File: config.mk
export PLATFORM = sky130hd
export DESIGN_NAME = bound_base_regs
export DESIGN_NICKNAME = d
export VERILOG_FILES = /design/src/rtl/bbr_pkg.sv /design/src/rtl/bbr_regfile.sv /design/src/rtl/bbr_range_chk.sv /design/src/rtl/bbr_fault_ctr.sv /design/src/rtl/bound_base_regs.sv
export SDC_FILE = /design/constraint.sdc
export NUM_CORES = 1
export LEC_CHECK = 0
export ABC_CLOCK_PERIOD_IN_PS = 7870
export CORE_MARGIN = 3
export CORE_UTILIZATION = 49
export CTS_CLUSTER_SIZE = 16
export DETAILED_ROUTE_END_ITERATION = 7
export DONT_BUFFER_PORTS = 1
export PLACE_DENSITY = 0.66
export REMOVE_ABC_BUFFERS = 1
export SYNTH_ARGS = -nofsm -noshare
export SYNTH_HDL_FRONTEND = slang
export SYNTH_SLANG_ARGS = --single-unit
File: constraint.sdc
create_clock -name clk -period 7.87 [get_ports clk]
set_clock_uncertainty 0.2 [all_clocks]
set_input_delay 1.574 -clock clk [delete_from_list [all_inputs] [get_ports clk]]
set_output_delay 1.574 -clock clk [all_outputs]
set_load 0.02 [all_outputs]
File: src/rtl/bbr_pkg.sv
package bbr_pkg;
    typedef enum logic {
        ST_OPEN = 1'b0,
        ST_HOLD = 1'b1
    } bbr_state_e;
endpackage

File: src/rtl/bbr_regfile.sv
module bbr_regfile #(
    parameter int NREG  = 8,
    parameter int IDX_W = 3,
    parameter int AW    = 16,
    parameter int PW    = 8
) (
    input  logic             clk,
    input  logic             rst_n,
    input  logic             base_wr,
    input  logic [IDX_W-1:0] base_idx,
    input  logic [AW-1:0]    base_val,
    input  logic             bnd_wr,
    input  logic [IDX_W-1:0] bnd_idx,
    input  logic [AW-1:0]    bnd_base,
    input  logic [PW-1:0]    bnd_lo,
    input  logic [PW-1:0]    bnd_hi,
    input  logic [IDX_W-1:0] rd_idx,
    output logic [AW-1:0]    rd_base,
    output logic [PW-1:0]    rd_lo,
    output logic [PW-1:0]    rd_hi
);
    logic [AW-1:0] base_q [NREG];
    logic [PW-1:0] lo_q   [NREG];
    logic [PW-1:0] hi_q   [NREG];

    for (genvar i = 0; i < NREG; i++) begin : g_ent
        always_ff @(posedge clk) begin
            if (!rst_n) begin
                base_q[i] <= '0;
                lo_q[i]   <= '0;
                hi_q[i]   <= '0;
            end else if (bnd_wr && (bnd_idx == IDX_W'(i))) begin
                base_q[i] <= bnd_base;
                lo_q[i]   <= bnd_lo;
                hi_q[i]   <= bnd_hi;
            end else if (base_wr && (base_idx == IDX_W'(i))) begin
                base_q[i] <= base_val;
            end
        end
    end

    always_comb begin
        rd_base = base_q[rd_idx];
        rd_lo   = lo_q[rd_idx];
        rd_hi   = hi_q[rd_idx];
    end
endmodule

File: src/rtl/bbr_range_chk.sv
module bbr_range_chk #(
    parameter int AW     = 16,
    parameter int PSHIFT = 8,
    parameter int PW     = 8
) (
    input  logic [AW-1:0] base,
    input  logic [AW-1:0] off,
    input  logic [PW-1:0] lo,
    input  logic [PW-1:0] hi,
    output logic [AW-1:0] ea,
    output logic          miss
);
    logic [PW-1:0] page;

    always_comb begin
        ea   = base + off;
        page = ea[AW-1:PSHIFT];
        miss = (page < lo) || (page > hi);
    end
endmodule

File: src/rtl/bbr_fault_ctr.sv
module bbr_fault_ctr #(
    parameter int NREG  = 8,
    parameter int IDX_W = 3,
    parameter int CNT_W = 32
) (
    input  logic             clk,
    input  logic             rst_n,
    input  logic             inc,
    input  logic [IDX_W-1:0] inc_idx,
    input  logic [IDX_W-1:0] rd_sel,
    output logic [CNT_W-1:0] rd_val
);
    localparam logic [CNT_W-1:0] CNT_MAX = '1;

    logic [CNT_W-1:0] cnt_q [NREG];

    for (genvar i = 0; i < NREG; i++) begin : g_cnt
        always_ff @(posedge clk) begin
            if (!rst_n) begin
                cnt_q[i] <= '0;
            end else if (inc && (inc_idx == IDX_W'(i)) && (cnt_q[i] != CNT_MAX)) begin
                cnt_q[i] <= cnt_q[i] + 1'b1;
            end
        end
    end

    assign rd_val = cnt_q[rd_sel];
endmodule

File: src/rtl/bound_base_regs.sv
module bound_base_regs
    import bbr_pkg::*;
#(
    parameter int NREG         = 8,
    parameter int IDX_W        = $clog2(NREG),
    parameter int AW           = 16,
    parameter int GROUP_FACTOR = 1,
    parameter int PW           = AW - 8 - $clog2(GROUP_FACTOR),
    parameter int CNT_W        = 32
) (
    input  logic             clk,
    input  logic             rst_n,
    input  logic             acc_valid,
    input  logic [IDX_W-1:0] acc_idx,
    input  logic [AW-1:0]    acc_off,
    output logic             acc_ready,
    output logic             acc_done,
    output logic [AW-1:0]    acc_addr,
    output logic             flt_pulse,
    output logic [IDX_W-1:0] flt_idx,
    output logic [AW-1:0]    flt_addr,
    input  logic             base_wr,
    input  logic [IDX_W-1:0] base_idx,
    input  logic [AW-1:0]    base_val,
    input  logic             bnd_wr,
    input  logic [IDX_W-1:0] bnd_idx,
    input  logic [AW-1:0]    bnd_base,
    input  logic [PW-1:0]    bnd_lo,
    input  logic [PW-1:0]    bnd_hi,
    input  logic [IDX_W-1:0] cnt_sel,
    output logic [CNT_W-1:0] cnt_value
);
    localparam int PSHIFT = AW - PW;

    bbr_state_e    state_q, state_d;
    logic [AW-1:0] cur_base;
    logic [PW-1:0] cur_lo, cur_hi;
    logic [AW-1:0] ea;
    logic          miss;
    logic          take;

    assign take = acc_valid && (state_q == ST_OPEN);

    bbr_regfile #(.NREG(NREG), .IDX_W(IDX_W), .AW(AW), .PW(PW)) u_regs (
        .clk      (clk),
        .rst_n    (rst_n),
        .base_wr  (base_wr),
        .base_idx (base_idx),
        .base_val (base_val),
        .bnd_wr   (bnd_wr),
        .bnd_idx  (bnd_idx),
        .bnd_base (bnd_base),
        .bnd_lo   (bnd_lo),
        .bnd_hi   (bnd_hi),
        .rd_idx   (acc_idx),
        .rd_base  (cur_base),
        .rd_lo    (cur_lo),
        .rd_hi    (cur_hi)
    );

    bbr_range_chk #(.AW(AW), .PSHIFT(PSHIFT), .PW(PW)) u_chk_rng (
        .base (cur_base),
        .off  (acc_off),
        .lo   (cur_lo),
        .hi   (cur_hi),
        .ea   (ea),
        .miss (miss)
    );

    bbr_fault_ctr #(.NREG(NREG), .IDX_W(IDX_W), .CNT_W(CNT_W)) u_ctr (
        .clk     (clk),
        .rst_n   (rst_n),
        .inc     (take && miss),
        .inc_idx (acc_idx),
        .rd_sel  (cnt_sel),
        .rd_val  (cnt_value)
    );

    always_comb begin
        state_d = state_q;
        unique case (state_q)
            ST_OPEN: if (take && miss) state_d = ST_HOLD;
            ST_HOLD: if (bnd_wr)       state_d = ST_OPEN;
        endcase
    end

    always_ff @(posedge clk) begin
        if (!rst_n) state_q <= ST_OPEN;
        else        state_q <= state_d;
    end

    assign acc_ready = (state_q == ST_OPEN);

    always_ff @(posedge clk) begin
        if (!rst_n) begin
            acc_done  <= 1'b0;
            acc_addr  <= '0;
            flt_pulse <= 1'b0;
            flt_idx   <= '0;
            flt_addr  <= '0;
        end else begin
            acc_done  <= take && !miss;
            flt_pulse <= take && miss;
            if (take && !miss) acc_addr <= ea;
            if (take && miss) begin
                flt_idx  <= acc_idx;
                flt_addr <= ea;
            end
        end
    end
endmodule

==> results of run 1 <==
tightest hold or removal path, stage by stage, from the launching register on:
cell     delay [ns]
dfxtp_1        0.39
nand2_1        0.09
o22ai_1        0.07
per-layer routing:
metal	vias to the layer above	GRT usage, %	routed length, um
met2	795	40.6	37700
met5	-	0	0
li1	8768	-	-
met3	165	5.44	6540
met1	9750	31.2	30200
met4	0	8.45	2700
cell usage after synthesis (3+ instances only):
| cell type | instances | share of area [%] |
|---|---|---|
| edfxtp_1 | 512 | 52 |
| nor2_1 | 361 | 4.6 |
| nand2_1 | 163 | 2.1 |
| xor2_1 | 151 | 4.5 |
| and2_1 | 131 | 2.8 |
| a22o_1 | 128 | 3.8 |
| mux4_2 | 127 | 9.7 |
| nand3_1 | 106 | 1.8 |
| xnor2_1 | 100 | 3.0 |
| clkbuf_1 | 66 | 0.84 |
| buf_1 | 45 | 0.57 |
| nand4_1 | 45 | 0.95 |
| and3_1 | 44 | 0.93 |
| mux2i_1 | 43 | 1.5 |
| dfxtp_1 | 38 | 2.6 |
| ha_1 | 38 | 1.6 |
| inv_1 | 35 | 0.44 |
| mux2_2 | 33 | 1.3 |
| buf_2 | 28 | 0.47 |
| nor3_1 | 28 | 0.47 |
| and4_1 | 24 | 0.71 |
| a21oi_1 | 20 | 0.34 |
| nand2b_1 | 16 | 0.34 |
| o21ai_0 | 15 | 0.25 |
| nor2b_1 | 9 | 0.19 |
| a21o_1 | 8 | 0.20 |
| a211oi_1 | 6 | 0.15 |
| a211oi_2 | 5 | 0.21 |
| buf_6 | 5 | 0.19 |
| o211ai_1 | 5 | 0.13 |
| o22ai_1 | 5 | 0.11 |
| nor4_1 | 4 | 0.084 |
| or3_1 | 4 | 0.084 |
| or2_2 | 3 | 0.063 |
metrics by stage:
stage               hold slack [ns]  util, %  setup WS, ns  cells
floorplan                     0.343        -         -1.02   2247
global placement              0.392     51.1         0.336   3063
detailed placement            0.383     51.1         0.138   3063
CTS                           0.400     54.3         0.817   3174
global route                  0.427     54.3         0.329   3176
finish                        0.404     54.3         0.761   3176
flip-flops by register name, summed over array words and instances, names as in the netlist:
register / cells
u_regs.base_q: 128
u_regs.hi_q: 64
flt_pulse: 1
state_q: 1
flt_idx: 3
acc_done: 1
flt_addr: 16
acc_addr: 16
u_ctr.cnt_q: 256
u_regs.lo_q: 64
worst min path at each step:
stage / cells after the start / to / slack, ns / from
floorplan: 2 / acc_addr[14]$_SDFFE_PN0P_ / 0.34 / acc_addr[14]$_SDFFE_PN0P_
global placement: 2 / acc_addr[15]$_SDFFE_PN0P_ / 0.39 / acc_addr[15]$_SDFFE_PN0P_
detailed placement: 2 / acc_addr[15]$_SDFFE_PN0P_ / 0.38 / acc_addr[15]$_SDFFE_PN0P_
CTS: 2 / acc_addr[15]$_SDFFE_PN0P_ / 0.40 / acc_addr[15]$_SDFFE_PN0P_
global route: 2 / acc_addr[15]$_SDFFE_PN0P_ / 0.43 / acc_addr[15]$_SDFFE_PN0P_
finish: 2 / acc_addr[15]$_SDFFE_PN0P_ / 0.40 / acc_addr[15]$_SDFFE_PN0P_
placed cells by master (no fill, tap or decap), drive strengths merged, types with 3 or more instances in the layout:
master and n:
mux2 33, mux2i 43, nor2b 9, dfxtp 38
and2 131, bufinv 4, nand2b 16, o211ai 5
nor3 30, nand3 106, a21o 8, a21oi 20
o22ai 5, nor3b 3, clkbuf 72, nor2 361
ha 38, buf 43, clkinvlp 5, or2 4
nor4 5, nand2 163, a311oi 3, edfxtp 512
xnor2 100, nand4 47, mux4 127, o21ai 15
xor2 151, inv 37, a211oi 11, a22o 128
and3 44, clkinv 30, and4 24, or3 4
logic make-up after synthesis:
logic type | Yosys count
xor+xnor | 251
flops | 550
compound gates | 216
buf+inv | 185
fa+ha+maj | 39
simple gates | 951
mux | 203
area by class of cell:
class / instances / share of cell area [%]
inverters: 37 / 0.430
clock buffers: 72 / 4.86
multi-input cells: 1660 / 39.6
diodes: 2 / 0.0155
repair buffers: 43 / 1.08
flip-flops and latches: 550 / 50.0
well taps: 773 / 3.00
clock inverters: 39 / 1.02
power by group through the flow:
stage               clock [W]  combinational (W)  sequential (W)
floorplan                   0           0.000705         0.00368
CTS                   0.00279           0.000975         0.00371
global placement            0           0.000947         0.00376
detailed placement          0           0.000968         0.00377
global route          0.00290            0.00106         0.00374
finish                0.00275           0.000975         0.00371
==> results.yml, run 1 <==
worst_setup_path:
  r2r_slack_ns: 1.34
  endpoint_kind: "flip-flop"
  crit_end: "u_ctr.cnt_q[6][21]$_SDFFCE_PN0P_"
  worstPathArrival_ns: 7.36
  regToRegEndpoint: "u_ctr.cnt_q[6][21]$_SDFFCE_PN0P_"
  path_depth: 21
  critPathMaxStageDelay_ns: 0.81
  crit_path_max_fanout: 70
  r2r_start: "u_regs.base_q[7][0]$_DFFE_PP_"
  cpLargestDelayFamily: "compound AO/OA/AOI/OAI gates"
  slowest_stage: "nand4_2"
  cp.required_ns: 8.13
  rr_worst_depth: 21
  startpoint: "acc_idx[0]"
  path_cells: "mux4_2, nand2_1, nand2_1, ha_1, fa_1, a211oi_2, o211ai_1, a21boi_0, o211ai_1, a21oi_1, xor2_1, buf_4, inv_1, ha_1, nand3_1, nor2_1, a32oi_1, a21oi_1, a211oi_4, nand4_2, nor2_1"
  path_class: "input port to flip-flop"
  start_kind: "input port"
  crit_buf_inv: 2
clocking:
  cts-root-buf: "clkbuf_16"
  insertion_delay_ns: 0.64
  ctsHtreeMaxLevel: 2
  cts_hold_buffers: 0
  cts_buffer_depth: 3
  tritoncts: "built"
  cts_made_buffers: 60
  clock_sinks: 550
  cts.repair.resized: 0
  post-cts-setup-buffers: 0
  path_clk_slew_ns: 0.06
synthesis:
  synth-main-ff-cell: "edfxtp_1"
  postSynth.asyncResetShare_pct: 0
  synth_cell_types: 67
  syn_area_per_cell_um2: 12.4
  synth_top_family_by_area: "simple AND/OR/NAND/NOR gates"
  yosys-mux-area-fraction_pct: 12.4
  yosysWarnings: 0
  yosys.area_share.simple_pct: 15.5
  ys_ff_latch: 550
  synth_edf_count: 512
  syn_inst: 2395
  synthXorXnorAreaFrac_pct: 7.42
  syn_area_mm2: 0.0296
  seq_area_frac_synth_pct: 54.5
  synth_fa_ha_area_share_pct: 1.67
  synth-compound-area-share_pct: 5.89
power:
  p_leak_nw: 11.0
  p_seq_share_pct: 49.9
  ir_worst_vdd_uv: 194
  swShare_pct: 27.2
  p_int_w: 0.00542
  p_per_area_mw_per_mm2: 230
  total_power_w: 0.00744
  pwr-share-comb_pct: 13.1
  p_clk_share_pct: 37.0
  p_switching_w: 0.00202
finish:
  final_area_mm2: 0.0323
  multiInputGateArea_mm2: 0.0128
  seq_area_mm2: 0.0161
  drive_gt1_share_pct: 13.7
  nNetsFinal: 2472
  area_growth_pct: 8.96
  n_fill_cell: 4968
sta:
  setup_viol: 0
  period_minus_slack_ns: 7.11
  finalHoldViolCount: 0
  worstMarginPinSlew_ns: 1.12
  final.setup.tns_ns: 0
  slew_violations: 0
  fin_crit_sh_pct: 90.3
  max-slew-margin-rel_pct: 25.1
  rsz0062_at_grt: "false"
  clock.fmax_ghz: 0.141
routing:
  drtAntennaViolNets: 0
  wire_per_inst_um: 24.3
  routed_wl_um: 77200
  drt_iter0_drc: 2039
  dr.pass1.iters: 6
  num_vias: 19500
  viasPerCell: 6.13
  drcViolationCount: 0
run:
  max-cap-violations: 0
global_routing:
  grt_start_max_net_pins: 72
  grt_pass1_vias: 19500
  antenna_found_initial: 3
  overflow: 0
  grt_use_total_pct: 24.2
  grt_first_pass_wirelength_um: 118000
placed_design:
  place.gp.congestion: 0.857
  io_buffer_count: 0
  placed_area_mm2: 0.0304
  dp_hpwl_um: 51200
floorplanning:
  rows: 89
  core_mm2: 0.0595
  dieArea_mm2: 0.0634
  fp.dieW_um: 252
  ios: 151
  start_util_pct: 49.8
  fp.dieH_um: 252
status:
  status: "finished, final reports clean"
worst_hold_path:
  min_path_type: "flip-flop to flip-flop"
Note: power is estimated with default switching activity, not from simulation.
==> run 2: changes to the inputs <==
--- a/config.mk
+++ b/config.mk
@@ -5,14 +5,14 @@
 export SDC_FILE = /design/constraint.sdc
 export NUM_CORES = 1
 export LEC_CHECK = 0
-export ABC_CLOCK_PERIOD_IN_PS = 7870
+export ABC_CLOCK_PERIOD_IN_PS = 8600
 export CORE_MARGIN = 3
 export CORE_UTILIZATION = 49
 export CTS_CLUSTER_SIZE = 16
 export DETAILED_ROUTE_END_ITERATION = 7
 export DONT_BUFFER_PORTS = 1
-export PLACE_DENSITY = 0.66
 export REMOVE_ABC_BUFFERS = 1
 export SYNTH_ARGS = -nofsm -noshare
 export SYNTH_HDL_FRONTEND = slang
+export SYNTH_HIERARCHICAL = 1
 export SYNTH_SLANG_ARGS = --single-unit
==> constraint.sdc (replaced) <==
create_clock -name clk -period 8.6 [get_ports clk]
set_clock_uncertainty 0.2 [all_clocks]
set_input_delay 1.72 -clock clk [delete_from_list [all_inputs] [get_ports clk]]
set_output_delay 1.72 -clock clk [all_outputs]
set_load 0.02 [all_outputs]
==> results.yml, run 2 <==
status:
  status: "finished, final reports clean"
clocking:
  cts-root-buf: "clkbuf_16"
  cts_buffer_depth: 3
  cts_hold_buffers: 0
  tritoncts: "built"
  post-cts-setup-buffers: 0
  ctsHtreeMaxLevel: 3
  cts_made_buffers: 66
  insertion_delay_ns: 0.62
  clock_sinks: 550
  path_clk_slew_ns: 0.06
  cts.repair.resized: 0
worst_hold_path:
  min_path_type: "flip-flop to flip-flop"
  whs_path_depth: 2
  hold_path_startpoint: "acc_addr[0]$_SDFFE_PN0P_"
  whs_endpoint: "acc_addr[0]$_SDFFE_PN0P_"
synthesis:
  yosys-top-cells-area: "edfxtp_1, mux4_2, xor2_1"
  synth_cell_types: 87
  syn_area_mm2: 0.0308
  syn_area_per_cell_um2: 12.7
  synth-main-ff-cell: "edfxtp_1"
  postSynth.asyncResetShare_pct: 0
  seq_area_frac_synth_pct: 52.4
  synth_edf_count: 512
  synth_top_area_share_pct: 49.9
  synthTopCellsByCount: "edfxtp_1, nor2_1, xor2_1"
  synth_most_common_cell: "edfxtp_1"
  yosysWarnings: 6
  syn_inst: 2429
  yosys.area.top_type: "edfxtp_1"
  ys_ff_latch: 550
worst_setup_path:
  start_kind: "input port"
  crit_path_max_fanout: 71
  r2r_start: "u_regs/base_q[1][0]$_DFFE_PP_"
  endpoint_kind: "flip-flop"
  path_class: "input port to flip-flop"
  cp.required_ns: 8.70
  r2r_slack_ns: 1.86
  regToRegEndpoint: "u_ctr/cnt_q[2][4]$_SDFFCE_PN0P_"
  worstPathArrival_ns: 7.60
  rr_worst_depth: 23
sta:
  rsz0062_at_grt: "false"
  slew_violations: 0
  max-slew-margin-rel_pct: 18.6
  worstMarginPinSlew_ns: 1.22
  setup_viol: 0
  final.setup.tns_ns: 0
  period_minus_slack_ns: 7.50
  finalHoldViolCount: 0
  finalWorstSetupSlack_ns: 1.10
  whs_ns: 0.360
  fin_crit_sh_pct: 87.2
  clock.fmax_ghz: 0.133
finish:
  top_register: "u_ctr/cnt_q"
  layout_common_cells: "edfxtp_1, nor2_1, xor2_1, and2_1, nand2_1"
  nNetsFinal: 2502
  final_area_mm2: 0.0335
  area_growth_pct: 8.66
  fin_util_pct: 54.0
  drive_gt1_share_pct: 15.8
  layout_commonest_cell: "edfxtp_1"
  top_regs: "u_ctr/cnt_q (256), u_regs/base_q (128)"
  largest_reg_flops: 256
run:
  max-cap-violations: 0
power:
  p_per_area_mw_per_mm2: 211
  ir_worst_vdd_uv: 145
  p_leak_nw: 11.5
global_routing:
  antenna_found_initial: 4
  grt_first_pass_wirelength_um: 125000
  grt_start_max_net_pins: 83
  grt_use_total_pct: 25.0
  grt_pass1_vias: 20000
  overflow: 0
routing:
  viasPerCell: 6.13
  drcViolationCount: 0
  wire_per_inst_um: 25.4
  routed_wl_um: 83300
  drtAntennaViolNets: 0
  dr.pass1.iters: 5
  drt_iter0_drc: 1793
  num_vias: 20100
floorplanning:
  start_util_pct: 49.7
  dieArea_mm2: 0.0659
  fp.dieH_um: 257
  ios: 151
  fp.dieW_um: 257
  rows: 91
  core_mm2: 0.0619
placed_design:
  dp_hpwl_um: 54000
  io_buffer_count: 0
  place.gp.congestion: 0.911
  place_ws_ns: 0.573
  placed_area_mm2: 0.0314
[run 2: cell types whose count changed after synthesis, sizes merged, moves of 15 or more]
cell | previous run | this run
and2 | 131 | 147
buf | 82 | 118
clkbuf | 66 | 37
mux2 | 33 | 64
nand2 | 163 | 135
nand4 | 47 | 86
nor2 | 361 | 303
nor4 | 5 | 20
xnor2 | 100 | 83
[run 2: worst max-delay path by stage]
stage	from	cells after the start	slack [ns]	to
finish	acc_idx[0]	23	1.10	u_ctr/cnt_q[2][4]$_SDFFCE_PN0P_
global route	acc_idx[0]	23	0.70	u_ctr/cnt_q[2][10]$_SDFFCE_PN0P_
CTS	acc_idx[0]	23	1.20	u_ctr/cnt_q[2][4]$_SDFFCE_PN0P_
detailed placement	acc_idx[0]	23	0.57	u_ctr/cnt_q[2][4]$_SDFFCE_PN0P_
global placement	acc_idx[0]	23	0.65	u_ctr/cnt_q[2][3]$_SDFFCE_PN0P_
floorplan	acc_idx[0]	19	-1.18	u_ctr/cnt_q[3][0]$_SDFFCE_PN0P_
[run 2: logic make-up (layout without fill, tap and decap cells)]
| group | count (synthesis) | count (layout) | share of synthesized area, % |
|---|---|---|---|
| adders and majority gates | 39 | 39 | 1.61 |
| xor gates and xnor gates | 245 | 245 | 6.97 |
| DFF | 550 | 550 | 52.4 |
| other | 0 | 2 | 0 |
| buffers and inverters | 203 | 210 | 3.44 |
| muxes | 227 | 227 | 13.2 |
| and+or+nand+nor | 938 | 938 | 16.5 |
| AOI/OAI and AO/OA | 227 | 227 | 5.90 |
[run 2: layout make-up]
type / instances / area [um2]
antenna: 2 / 5.00
clock buffer: 89 / 1820
clock inverter: 33 / 264
fill: 5272 / 28500
inverter: 48 / 180
multi-input combinational: 1676 / 13700
sequential: 550 / 16100
tap: 837 / 1050
timing repair buffer: 40 / 300
[run 2: per-layer routing]
metal	vias to the layer above	GRT usage, %	share of wire (%)
met5	-	0	0.041
met3	157	6.59	8.5
met1	10100	31.3	39
met4	4	7.84	2.8
met2	716	42.4	49
li1	9045	-	-
[run 2: worst max-delay path: stages]
cell       delay, ns
mux4_1          0.53
mux2_4          0.27
ha_1            0.23
fa_1            0.42
a21oi_1         0.19
o211ai_1        0.19
a2111oi_2       0.54
o31ai_1         0.16
a21oi_1         0.19
xnor2_1         0.21
ha_1            0.31
a21o_1          0.18
a21oi_1         0.20
or3b_2          0.46
a21oi_1         0.14
o31ai_1         0.16
nand3b_1        0.14
inv_1           0.12
nor2b_1         0.15
buf_4           0.16
nand3_1         0.23
o21bai_2        0.52
nor2_1          0.13
[run 2: report_power, final]
part / switching [W] / total, W / internal, W
clock network: 0.00115 / 0.00270 / 0.00154
registers: 0.000253 / 0.00342 / 0.00317
logic: 0.000523 / 0.000923 / 0.000399
[run 2: through the flow]
stage / cells / total power (W)
finish: 3275 / 0.00704
global route: 3273 / 0.00730
CTS: 3273 / 0.00709
detailed placement: 3151 / 0.00439
global placement: 3151 / 0.00437
floorplan: 2274 / 0.00406
